$ cat config.mk
export PLATFORM = sky130hd
export DESIGN_NAME = bulk_dma_term
export DESIGN_NICKNAME = d
export VERILOG_FILES = /design/src/rtl/bdt_pkg.sv /design/src/rtl/bdt_strobe.sv /design/src/rtl/bdt_bytecnt.sv /design/src/rtl/bdt_bufsel.sv /design/src/rtl/bulk_dma_term.sv
export SDC_FILE = /design/constraint.sdc
export NUM_CORES = 1
export LEC_CHECK = 0
export BUFFER_PORTS_ARGS = -buffer_cell sky130_fd_sc_hd__buf_2
export CORE_UTILIZATION = 30
export CTS_CLUSTER_SIZE = 12
export DETAILED_ROUTE_END_ITERATION = 10
export PLACE_DENSITY = 0.63
export SLEW_MARGIN = 15
export SYNTH_ARGS = -nofsm -noshare
export SYNTH_HDL_FRONTEND = slang
export SYNTH_SLANG_ARGS = --single-unit
$ cat constraint.sdc
create_clock -name clk -period 2.8 [get_ports clk]
set_clock_uncertainty 0.15 [all_clocks]
set_input_delay 0.14 -clock clk [delete_from_list [all_inputs] [get_ports clk]]
set_output_delay 0.14 -clock clk [all_outputs]
set_load 0.1 [all_outputs]
$ cat src/rtl/bdt_pkg.sv
package bdt_pkg;

    typedef enum logic [1:0] {
        CAUSE_EOT   = 2'd0,
        CAUSE_CNT   = 2'd1,
        CAUSE_SHORT = 2'd2,
        CAUSE_OFF   = 2'd3
    } cause_e;

    localparam int CAUSE_N = 4;

    typedef struct packed {
        logic               run;
        logic               en_seen;
        logic               stop;
        logic               send;
        logic [CAUSE_N-1:0] status;
    } ctl_s;

endpackage

$ cat src/rtl/bdt_strobe.sv
module bdt_strobe (
    input  logic dack_only,
    input  logic dir_in,
    input  logic dack,
    input  logic rd_strb,
    input  logic wr_strb,
    output logic strb
);
    logic dir_strb;

    always_comb begin
        dir_strb = dir_in ? wr_strb : rd_strb;
        strb     = dack_only ? dack : (dack & dir_strb);
    end
endmodule

$ cat src/rtl/bdt_bytecnt.sv
module bdt_bytecnt #(
    parameter int CW = 16
) (
    input  logic          clk,
    input  logic          rst_n,
    input  logic          load,
    input  logic [CW-1:0] load_val,
    input  logic          step,
    output logic [CW-1:0] left,
    output logic          last
);
    localparam logic [CW-1:0] WORD_BYTES = CW'(2);

    logic [CW-1:0] left_d, left_q;

    always_comb begin
        left_d = left_q;
        if (load) begin
            left_d = load_val;
        end else if (step) begin
            if (left_q >= WORD_BYTES) left_d = left_q - WORD_BYTES;
            else                      left_d = '0;
        end
    end

    always_ff @(posedge clk or negedge rst_n) begin
        if (!rst_n) left_q <= '0;
        else        left_q <= left_d;
    end

    assign left = left_q;
    assign last = (left_q <= WORD_BYTES);

    // a full word takes two bytes
    a_r4_dec_two: assert property (@(posedge clk) disable iff (!rst_n)
        (step && !load && left_q >= WORD_BYTES) |=> (left_q == $past(left_q) - WORD_BYTES));

    // the count floors at zero
    a_r4_floor: assert property (@(posedge clk) disable iff (!rst_n)
        (step && !load && left_q < WORD_BYTES) |=> (left_q == '0));
endmodule

$ cat src/rtl/bdt_bufsel.sv
module bdt_bufsel #(
    parameter bit DBL_BUF = 1'b1
) (
    input  logic clk,
    input  logic rst_n,
    input  logic swap,
    output logic act
);
    generate
        if (DBL_BUF) begin : g_dbl
            logic act_d, act_q;

            always_comb begin
                act_d = act_q;
                if (swap) act_d = ~act_q;
            end

            always_ff @(posedge clk or negedge rst_n) begin
                if (!rst_n) act_q <= 1'b0;
                else        act_q <= act_d;
            end

            assign act = act_q;

            // each swap pulse moves to the other half
            a_r14_toggle: assert property (@(posedge clk) disable iff (!rst_n)
                swap |=> (act_q != $past(act_q)));
        end else begin : g_single
            assign act = 1'b0;
        end
    endgenerate
endmodule

$ cat src/rtl/bulk_dma_term.sv
module bulk_dma_term #(
    parameter int CW      = 16,
    parameter bit DBL_BUF = 1'b1,
    localparam int NBUF   = DBL_BUF ? 2 : 1
) (
    input  logic            clk,
    input  logic            rst_n,
    input  logic            dma_en,
    input  logic            cnt_en,
    input  logic            short_en,
    input  logic            dir_in,
    input  logic            dack_only,
    input  logic            cnt_load,
    input  logic [CW-1:0]   cnt_val,
    input  logic            dack,
    input  logic            rd_strb,
    input  logic            wr_strb,
    input  logic            ext_eot,
    input  logic            short_pkt,
    input  logic            buf_swap,
    input  logic            stat_rd,
    output logic            dreq,
    output logic            stop,
    output logic [NBUF-1:0] flush_out,
    output logic            send_now,
    output logic [3:0]      status,
    output logic [CW-1:0]   byte_left,
    output logic            act_buf
);
    import bdt_pkg::*;

    ctl_s            ctl_d, ctl_q;
    logic [NBUF-1:0] flush_d, flush_q;
    logic            strb, word_ok, cnt_last;
    logic            c_eot, c_cnt, c_short, c_off, term;
    cause_e          cause;

    bdt_strobe u_strobe (
        .dack_only (dack_only),
        .dir_in    (dir_in),
        .dack      (dack),
        .rd_strb   (rd_strb),
        .wr_strb   (wr_strb),
        .strb      (strb)
    );

    bdt_bytecnt #(.CW(CW)) u_cnt (
        .clk      (clk),
        .rst_n    (rst_n),
        .load     (cnt_load),
        .load_val (cnt_val),
        .step     (word_ok),
        .left     (byte_left),
        .last     (cnt_last)
    );

    bdt_bufsel #(.DBL_BUF(DBL_BUF)) u_buf (
        .clk   (clk),
        .rst_n (rst_n),
        .swap  (buf_swap),
        .act   (act_buf)
    );

    always_comb begin
        word_ok = ctl_q.run & strb;
        c_eot   = ctl_q.run & ext_eot;
        c_cnt   = word_ok & cnt_en & cnt_last;
        c_short = ctl_q.run & short_en & ~dir_in & short_pkt;
        c_off   = ctl_q.run & ~dma_en;
        term    = c_eot | c_cnt | c_short | c_off;

        if (c_eot)        cause = CAUSE_EOT;
        else if (c_cnt)   cause = CAUSE_CNT;
        else if (c_short) cause = CAUSE_SHORT;
        else              cause = CAUSE_OFF;

        ctl_d         = ctl_q;
        ctl_d.en_seen = dma_en;
        ctl_d.stop    = 1'b0;
        ctl_d.send    = 1'b0;
        flush_d       = '0;

        if (stat_rd) ctl_d.status = '0;

        if (term) begin
            ctl_d.run    = 1'b0;
            ctl_d.stop   = 1'b1;
            ctl_d.status = 4'b0001 << cause;
            if (cause == CAUSE_EOT && !dir_in) flush_d[act_buf] = 1'b1;
            if (dir_in && (cause == CAUSE_EOT || cause == CAUSE_CNT)) ctl_d.send = 1'b1;
        end else if (!ctl_q.run && dma_en && !ctl_q.en_seen) begin
            ctl_d.run = 1'b1;
        end
    end

    always_ff @(posedge clk or negedge rst_n) begin
        if (!rst_n) begin
            ctl_q   <= '0;
            flush_q <= '0;
        end else begin
            ctl_q   <= ctl_d;
            flush_q <= flush_d;
        end
    end

    assign dreq      = ctl_q.run;
    assign stop      = ctl_q.stop;
    assign send_now  = ctl_q.send;
    assign status    = ctl_q.status;
    assign flush_out = flush_q;

    // request withdrawn right after detection
    a_r11_dreq_drop: assert property (@(posedge clk) disable iff (!rst_n)
        term |=> !dreq);

    // stop lasts one cycle
    a_r11_stop_pulse: assert property (@(posedge clk) disable iff (!rst_n)
        stop |=> !stop);

    // discard only after outside end-of-transfer on OUT
    a_r6_flush_cause: assert property (@(posedge clk) disable iff (!rst_n)
        (|flush_out) |-> ($past(ext_eot) && !$past(dir_in)));

    // never both halves at once
    a_r6_one_half: assert property (@(posedge clk) disable iff (!rst_n)
        $onehot0(flush_out));

    // commit and discard never together
    a_r7_no_mix: assert property (@(posedge clk) disable iff (!rst_n)
        !(send_now && (|flush_out)));

    // one cause at a time
    a_r12_onehot: assert property (@(posedge clk) disable iff (!rst_n)
        $onehot0(status));

    // no request without a preceding start or running state
    a_r2_start_edge: assert property (@(posedge clk) disable iff (!rst_n)
        $rose(dreq) |-> ($past(dma_en) && !$past(dreq)));
endmodule

==> results.py, run 1 <==
metrics = {
    "hold_path": {
        "hold_path_depth": 4,
        "min_from": "stat_rd",
        "hold_path_class": "in -> reg",
        "hold_end": "status[1]",
    },
    "floorplanning": {
        "rows": 25,
        "initial_core_util": 0.3145,
        "ios": 57,
        "coreArea_sq_um": 4755,
        "fp.dieW_microns": 72.60,
        "die_area_sq_um": 5270,
        "die_h_microns": 72.60,
    },
    "layout": {
        "drive_gt1_frac": 0.2933,
        "post-route-util": 0.4318,
        "areaGrowthSynthToFinish_pct": 37.32,
        "nets": 258,
        "final_cells": 292,
        "n_antenna_cell": 0,
    },
    "global_route": {
        "antenna_found_initial": 0,
        "grt_pass1_wl_microns": 6368,
        "grt_pass1_vias": 1418,
        "globalRouteTotalUtil": 0.1544,
        "grt_max_degree": 28,
        "overflow": 0,
    },
    "yosys": {
        "syn_inst": 156,
        "synth_nets": 188,
        "synth_area_sq_um": 1495,
        "synth_cell_types": 42,
        "yosysTopAreaCellShare": 0.4519,
        "yosys_warnings": 0,
        "ys_async_sr_fraction": 1.000,
        "yosys-top-cells-area": "dfrtp_1 (45%), or4_1 (3.5%), o21ai_0 (3.3%)",
        "synth_seq_cells": 27,
        "synth_area_per_cell_sq_um": 9.585,
        "synth_top_cell_by_area": "dfrtp_1",
        "ys_seq_area_frac": 0.4519,
        "synth-edff-count": 0,
        "yosysMostFrequentCell": "dfrtp_1",
        "synth_common_cells": "dfrtp_1 (27), nor2_1 (12), o21ai_0 (10)",
        "synthFlopType": "dfrtp_1",
    },
    "clocking": {
        "tritoncts": "done",
        "postCtsSetupRepairBufs": 0,
        "clkTransAtPathRegs_ns": 0.09,
        "cts_buffer_depth": 2,
        "insertion_delay_ns": 0.27,
        "clock_sinks": 27,
        "h-tree-depth": 1,
        "clockRootBuffer": "clkbuf_8",
        "cts_buffers": 3,
    },
    "worst_setup_path": {
        "ff2ff_path_depth": 6,
        "endpoint_kind": "flip-flop",
        "crit_type": "reg -> reg",
        "required_ns": 2.85,
        "ff2ff_setup_slack_ns": 0.55,
        "startpoint": "u_cnt.left[1]",
        "cp_data_arrival_time_ns": 2.31,
        "crit_fanout": 11,
        "worstSetupStartpointType": "flip-flop",
        "rr_startpoint": "u_cnt.left[1]",
        "reg2reg_to": "u_cnt.left[15]",
    },
    "placed_design": {
        "io_buffers": 56,
        "gp_congestion": 0.8506,
        "dp_cells": 267,
        "dpl.hpwl_microns": 2801,
    },
    "route": {
        "wire_per_inst_microns": 13.41,
        "vias_per_cell": 5.110,
        "num_vias": 1492,
        "wl_microns": 3915,
        "drt_first_iter_violations": 49,
        "drt_first_pass_iters": 4,
        "ant_nets": 0,
        "drc_errors": 0,
    },
    "sta": {
        "rsz0062_at_grt": "false",
        "period_share": 0.8053,
        "max_freq_mhz": 443.5,
        "final-setup-viol-count": 0,
        "slew_viol_final": 0,
        "finalHoldViolCount": 0,
        "relSlewSlack": 0.4757,
        "tightest_slew_ns": 0.7857,
        "finalSetupTns_ns": 0,
        "whs_ns": 0.02225,
        "fin_crit_ns": 2.255,
    },
    "power_and_ir_drop": {
        "swShare": 0.4618,
        "power_leakage_nw": 0.8988,
        "internal-power_uw": 628.3,
        "pwr-share-clk": 0.194,
        "power_per_cell_area_nw_per_um2": 568.6,
        "peakVddDrop_uv": 297.7,
        "power_switching_uw": 539.2,
        "p_seq_frac": 0.410,
        "comb_power_share": 0.396,
    },
    "status": {
        "run_status": "completed",
    },
    "run": {
        "cap_violations": 0,
    },
}
## how the worst max path moves through the flow
stage,cells past startpoint,endpoint
floorplan,5,u_cnt.left[15]
global placement,6,u_cnt.left[13]
detailed placement,6,u_cnt.left[15]
CTS,6,u_cnt.left[13]
global route,6,u_cnt.left[5]
finish,6,u_cnt.left[15]
## cells in the final DEF (no fill, tap or decap), drive strengths merged, types with 3 or more instances in the layout
| cell | instances |
|---|---|
| a21oi | 5 |
| inv | 8 |
| or4 | 7 |
| a31oi | 6 |
| nor2b | 3 |
| dlygate4sd3 | 21 |
| o21ai | 10 |
| dfrtp | 27 |
| nand2 | 9 |
| buf | 57 |
| nor3 | 7 |
| a2bb2oi | 3 |
| o311ai | 3 |
| or3 | 7 |
| o211ai | 3 |
| clkbuf | 3 |
| nor4 | 4 |
| nor2 | 12 |
| nand3 | 7 |
## cells by family after synthesis
kind of cell,Yosys count,synth area share
simple gates,65,0.2703
compound gates,40,0.1875
flops,27,0.4519
buf+inv,21,0.06862
xor+xnor,1,0.005859
mux,1,0.007531
fa+ha+maj,1,0.008367
## flip-flops by register name, indices dropped and copies added (netlist names)
register and flops:
send_now 1, status 4, flush_out 2, dreq 1
stop 1, u_buf.act 1, ctl_q 1, u_cnt.left 16
## layer usage
layer / GRT usage / vias up / part of all wire
li1: - / 722 / -
met1: 0.1934 / 716 / 0.46
met2: 0.2658 / 48 / 0.48
met3: 0.03729 / 6 / 0.051
met4: 0.04139 / 0 / 0.0092
met5: 0 / - / 0
## critical path: stages (launching register included)
cell and delay, ns:
dfrtp_1 0.46, inv_1 0.09, ha_1 0.16, nor2b_1 0.20, o2111ai_1 0.41, or4_1 0.54
a31oi_1 0.17
## timing repair
| item | CTS | global route |
|---|---|---|
| resized for setup | 0 | 0 |
| endpoints found under the hold margin | 50 | 0 |
| hold buffers | 21 | 0 |
## through the flow
| step | setup slack, ns | instance area, sq um | power (mW) |
|---|---|---|---|
| finish | 0.5451 | 2053 | 1.168 |
| global route | 0.3782 | 2053 | 1.225 |
| CTS | 0.5466 | 2053 | 1.181 |
| detailed placement | 0.5467 | 1794 | 0.9287 |
| global placement | 0.5742 | 1794 | 0.9261 |
| floorplan | 0.3601 | 1495 | 0.8387 |
## layout make-up
class                      instances  area (sq um)
clock inverter                     1         7.507
fill                             509          2701
tap                               67         83.83
timing repair buffer              78         498.0
inverter                           8         30.03
sequential                        27         675.6
clock buffer                       3         41.29
multi-input combinational        108         716.9
## power by group through the flow
stage          Sequential, mW  Combinational, mW  Clock, mW
4_1_cts                 0.478              0.465      0.237
2_1_floorplan           0.726              0.113          0
5_1_grt                 0.485              0.486      0.254
3_5_place_dp            0.486              0.443          0
3_3_place_gp            0.484              0.442          0
6_report                0.478              0.463      0.226
No activity file was read; power rests on OpenSTA's default activity.
==> run 2: changes to the inputs <==
--- a/config.mk
+++ b/config.mk
@@ -9,7 +9,7 @@
 export CORE_UTILIZATION = 30
 export CTS_CLUSTER_SIZE = 12
 export DETAILED_ROUTE_END_ITERATION = 10
-export PLACE_DENSITY = 0.63
+export PLACE_DENSITY = 0.65
 export SLEW_MARGIN = 15
 export SYNTH_ARGS = -nofsm -noshare
 export SYNTH_HDL_FRONTEND = slang
==> constraint.sdc (replaced) <==
create_clock -name clk -period 2 [get_ports clk]
set_clock_uncertainty 0.15 [all_clocks]
set_input_delay 0.1 -clock clk [delete_from_list [all_inputs] [get_ports clk]]
set_output_delay 0.1 -clock clk [all_outputs]
set_load 0.1 [all_outputs]
==> run 2 against run 1 <==
Net effect:
- sequential share of layout area down 2.4 points
- cell count up 8.2%
- cell area up 14%
- count of clock-buffer cells in the layout unchanged
- clock power up 39%
- die area unchanged
- core utilization up 6.0 points
- worst hold slack better by 0.062 ns
- wire length up 13%
- combinational power up 56%
- setup slack worse by 0.50 ns
==> results.py, run 2 (synthesized netlist as in run 1, its figures left out) <==
metrics = {
    "sta": {
        "fin_crit_ns": 1.958,
        "relSlewSlack": 0.5796,
        "setup_ws_ns": 0.04155,
        "final-setup-viol-count": 0,
        "max_freq_mhz": 510.6,
        "period_share": 0.9792,
        "tightest_slew_ns": 0.6306,
        "rsz0062_at_grt": "true",
        "finalSetupTns_ns": 0,
        "slew_viol_final": 0,
        "finalHoldViolCount": 0,
    },
    "power_and_ir_drop": {
        "power_per_cell_area_nw_per_um2": 734.3,
        "power_leakage_nw": 1.005,
        "peakVddDrop_uv": 413.1,
    },
    "route": {
        "num_vias": 1583,
        "wire_per_inst_microns": 13.94,
        "wl_met2_microns": 2101,
        "drc_errors": 0,
        "drt_first_iter_violations": 64,
        "wl_met1_microns": 1934,
        "topRoutingLayerUsed": "met4",
        "ant_nets": 0,
        "vias_per_cell": 5.009,
        "drt_first_pass_iters": 4,
        "wl_microns": 4405,
        "wl_met3_microns": 341,
    },
    "floorplanning": {
        "die_h_microns": 72.60,
        "rows": 25,
        "initial_core_util": 0.3145,
        "ios": 57,
        "die_area_sq_um": 5270,
        "fp.dieW_microns": 72.60,
        "coreArea_sq_um": 4755,
    },
    "layout": {
        "final_cells": 316,
        "largest_register_ffs": 16,
        "layout_commonest_cell": "buf_2",
        "n_antenna_cell": 0,
        "seqCellArea_sq_um": 713.2,
        "drive_gt1_frac": 0.4578,
        "postLayoutCellArea_sq_um": 2338,
        "most-common-layout-cells": "buf_2 (56), dlygate4sd3_1 (22), buf_4 (22)",
        "areaGrowthSynthToFinish_pct": 56.40,
        "fillerInstances": 488,
        "nets": 282,
        "multi_input_area_sq_um": 785.8,
    },
    "placed_design": {
        "dp_cells": 281,
        "dp_slack_ns": -0.06671,
        "gp_congestion": 0.8197,
        "dpl.hpwl_microns": 3055,
        "io_buffers": 56,
        "postPlaceCellArea_sq_um": 1967,
    },
    "clocking": {
        "tritoncts": "done",
        "cts_buffer_depth": 2,
        "insertion_delay_ns": 0.27,
        "clkTransAtPathRegs_ns": 0.10,
        "cts_buffers": 3,
        "clock_sinks": 27,
        "clockRootBuffer": "clkbuf_8",
        "h-tree-depth": 1,
    },
    "worst_setup_path": {
        "cp_data_arrival_time_ns": 1.99,
        "required_ns": 2.03,
        "endpoint": "u_cnt.left[5]",
        "endpoint_kind": "flip-flop",
        "startpoint": "u_cnt.left[1]",
        "crit_fanout": 5,
        "crit_type": "reg -> reg",
        "reg2reg_to": "u_cnt.left[5]",
        "ff2ff_path_depth": 6,
        "ff2ff_setup_slack_ns": 0.04,
        "worstSetupStartpointType": "flip-flop",
        "rr_startpoint": "u_cnt.left[1]",
    },
    "global_route": {
        "grt_max_degree": 28,
        "antenna_found_initial": 0,
        "grt_pass1_vias": 1353,
        "globalRouteTotalUtil": 0.1633,
        "grt_pass1_wl_microns": 6693,
        "overflow": 0,
    },
    "run": {
        "cap_violations": 0,
    },
    "status": {
        "run_status": "completed",
    },
    "hold_path": {
        "hold_path_class": "in -> reg",
    },
}
## run 2: cell count changes in the layout (fill, tap and decap cells not counted), moves of 2 or more
cell / previous run / this run
dfrtp_1: 27 / 11
inv_1: 8 / 6
buf_4: 1 / 22
dfrtp_4: 0 / 7
dfrtp_2: 0 / 9
## run 2: area by class of cell
type	instances	area share
clock buffer	3	0.01766
clock inverter	1	0.002140
inverter	8	0.01391
multi-input combinational	109	0.3360
sequential	27	0.3050
tap	67	0.03585
timing repair buffer	101	0.2895
## run 2: worst min path at each step
stage | end | slack [ns] | startpoint | cells past startpoint
2_1_floorplan | ctl_q[6] | -0.35 | rst_n | 0
3_3_place_gp | u_buf.act | -0.001 | rst_n | 1
3_5_place_dp | u_buf.act | 0.006 | rst_n | 1
4_1_cts | u_cnt.left[11] | 0.08 | cnt_load | 3
5_1_grt | u_cnt.left[11] | 0.09 | cnt_load | 3
6_report | u_cnt.left[11] | 0.08 | cnt_load | 3
## run 2: metal layers
metal  GRT usage  vias up
met5           0        -
met4     0.03268        0
met3     0.01796        4
met2      0.2679       71
met1      0.2334      734
li1            -      774
## run 2: report_power, final
| group | internal [mW] | switching (mW) | leakage, nW |
|---|---|---|---|
| sequential | 0.611 | 0.0682 | 0.314 |
| clock | 0.140 | 0.176 | 0.0255 |
| combinational | 0.185 | 0.538 | 0.665 |
| total | 0.935 | 0.782 | 1.00 |
## run 2: critical path, stage by stage (launching register included)
cell	delay [ns]
dfrtp_4	0.52
inv_4	0.07
ha_4	0.12
nor2b_4	0.19
o2111ai_4	0.18
or4_1	0.44
a31oi_1	0.19
## run 2: what timing repair did
item	4_1_cts	5_1_grt
setup buffers	0	8
gates resized for setup	3	4
pin swaps	0	8
hold buffers	22	0
hold endpoints to repair	51	0
cloned	0	1
endpoints found under the setup margin	5	8
## run 2: through the flow
step	power, mW	hold WS, ns	utilization
after floorplan	1.198	-0.3456	-
after global placement	1.342	-0.001013	0.4137
after detailed placement	1.348	0.006474	0.4137
after CTS	1.702	0.07924	0.4739
after global routing	1.799	0.09471	0.4918
final	1.717	0.08390	0.4918
==> run 3: changes to the inputs <==
--- a/config.mk
+++ b/config.mk
@@ -9,6 +9,7 @@
 export CORE_UTILIZATION = 30
 export CTS_CLUSTER_SIZE = 12
 export DETAILED_ROUTE_END_ITERATION = 10
+export HOLD_SLACK_MARGIN = 0.03
 export PLACE_DENSITY = 0.65
 export SLEW_MARGIN = 15
 export SYNTH_ARGS = -nofsm -noshare
==> constraint.sdc (replaced) <==
create_clock -name clk -period 2 [get_ports clk]
set_clock_uncertainty 0.15 [all_clocks]
set_input_delay 0.4 -clock clk [delete_from_list [all_inputs] [get_ports clk]]
set_output_delay 0.4 -clock clk [all_outputs]
set_load 0.1 [all_outputs]
==> run 3 against run 2 <==
Net effect:
- cell count down 7.0%
- sequential share of layout area up 3.0 points
- critical path depth down 1
- die area unchanged
- register-to-register slack about the same
- clock power about the same
- wire length down 3.2%
- first-iteration DRC count down 27%
==> results.py, run 3 (synthesized netlist as in run 1, its figures left out) <==
metrics = {
    "status": {
        "run_status": "completed",
    },
    "sta": {
        "whs_ns": 0.1094,
        "final-setup-viol-count": 0,
        "relSlewSlack": 0.5833,
        "rsz0062_at_grt": "true",
        "fin_crit_ns": 1.969,
        "slew_viol_final": 0,
        "tightest_slew_ns": 0.6251,
        "max_freq_mhz": 507.8,
        "period_share": 0.9847,
        "finalSetupTns_ns": 0,
        "finalHoldViolCount": 0,
    },
    "worst_setup_path": {
        "worstSetupStartpointType": "flip-flop",
        "cp_cell_sequence": "nor3_1, o2111ai_1, buf_4, o311a_1, a221o_1",
        "ff2ff_path_depth": 5,
        "startpoint": "u_cnt.left[2]",
        "endpoint_kind": "flip-flop",
        "cp_num_buf_inv": 1,
        "ff2ff_setup_slack_ns": 0.03,
        "slowest_stage": "dfrtp_4",
        "reg2reg_to": "u_cnt.left[6]",
        "slowest_delay_ns": 0.50,
        "endpoint": "u_cnt.left[6]",
        "cp_data_arrival_time_ns": 1.98,
        "cp_top_family": "compound AO/OA/AOI/OAI gates",
        "crit_cells": 5,
        "crit_type": "reg -> reg",
        "required_ns": 2.01,
        "rr_startpoint": "u_cnt.left[2]",
        "crit_fanout": 11,
    },
    "power_and_ir_drop": {
        "power_leakage_nw": 0.9147,
        "power_per_cell_area_nw_per_um2": 787.8,
        "peakVddDrop_uv": 440.3,
        "p_total_mw": 1.676,
    },
    "global_route": {
        "overflow": 0,
        "antenna_found_initial": 0,
        "globalRouteTotalUtil": 0.1681,
        "grt_pass1_vias": 1476,
        "grt_max_degree": 28,
        "grt_pass1_wl_microns": 6920,
    },
    "route": {
        "vias_per_cell": 5.177,
        "drt_first_pass_iters": 4,
        "drt_first_iter_violations": 47,
        "ant_nets": 0,
        "num_vias": 1522,
        "drc_errors": 0,
        "wl_microns": 4263,
        "wire_per_inst_microns": 14.50,
    },
    "layout": {
        "fillerInstances": 512,
        "nets": 260,
        "seqCellArea_sq_um": 713.2,
        "multi_input_area_sq_um": 795.8,
        "layout_commonest_cell": "buf_2",
        "n_antenna_cell": 0,
        "drive_gt1_frac": 0.5066,
        "largest_register_ffs": 16,
        "areaGrowthSynthToFinish_pct": 42.26,
        "most-common-layout-cells": "buf_2 (56), buf_4 (21), nor2_1 (12)",
        "final_cells": 294,
    },
    "floorplanning": {
        "die_h_microns": 72.60,
        "die_area_sq_um": 5270,
        "fp.dieW_microns": 72.60,
        "coreArea_sq_um": 4755,
        "ios": 57,
        "rows": 25,
        "initial_core_util": 0.3145,
    },
    "run": {
        "cap_violations": 0,
    },
    "placed_design": {
        "gp_congestion": 0.8263,
        "dp_cells": 285,
        "io_buffers": 56,
        "dpl.hpwl_microns": 3111,
    },
    "clocking": {
        "insertion_delay_ns": 0.27,
        "cts_buffers": 3,
        "tritoncts": "done",
        "clkTransAtPathRegs_ns": 0.09,
        "cts_buffer_depth": 2,
        "h-tree-depth": 1,
        "clock_sinks": 27,
        "clockRootBuffer": "clkbuf_8",
    },
    "hold_path": {
        "hold_path_class": "in -> reg",
    },
}
run 3: cell types whose count changed in the layout (fill, tap and decap cells not counted), sizes merged:
cell | before | now
dlygate4sd3 | 22 | 1
clkbuf | 3 | 4
buf | 79 | 78
clkinv | 1 | 0
run 3: layout make-up:
cell class              count  share of cell area
clock buffers               4             0.02118
multi-input cells         109              0.3741
well taps                  67             0.03941
inverters                   8             0.01412
flip-flops and latches     27              0.3353
repair buffers             79              0.2159
run 3: worst reg2reg max path: cells and delay by family, from the launching register on:
family,cells,cell delay (ns)
AND/OR/NAND/NOR,1,0.30
buffers and inverters,1,0.19
flip-flops,1,0.50
AO/OA/AOI/OAI,3,0.72
run 3: what timing repair did:
| item | in CTS | in global routing |
|---|---|---|
| gates cloned | 0 | 1 |
| gates resized for setup | 2 | 7 |
| hold buffers | 1 | 0 |
| pin swaps | 0 | 5 |
| setup endpoints to repair | 5 | 10 |
| buffers inserted | 0 | 3 |
| endpoints found under the hold margin | 27 | 0 |
run 3: worst min path at each step:
stage                     depth (start not counted)    from        end  slack [ns]
after floorplan                                   0   rst_n   ctl_q[6]       -0.05
after global placement                            1   rst_n  u_buf.act        0.29
after detailed placement                          1   rst_n  u_buf.act        0.30
after CTS                                         1  dma_en   ctl_q[6]        0.10
after global routing                              1  dma_en   ctl_q[6]        0.10
final                                             1  dma_en   ctl_q[6]        0.11
run 3: power breakdown:
part / internal, mW / switching [mW]
registers: 0.611 / 0.0591
logic: 0.154 / 0.539
clock network: 0.143 / 0.169
run 3: per-stage QoR:
step | cell area (sq um) | utilization | setup slack (ns)
floorplan | 1564 | - | -0.1235
global placement | 1997 | 0.4200 | 0.03728
detailed placement | 1997 | 0.4200 | -0.03140
CTS | 2064 | 0.4342 | 0.01455
global route | 2127 | 0.4474 | -0.04656
finish | 2127 | 0.4474 | 0.03070
run 3: per-layer routing:
metal	routed length, microns	GRT usage
met2	1945	0.2825
met4	38	0.04139
met5	0	0
met3	192	0.02901
met1	2086	0.2251
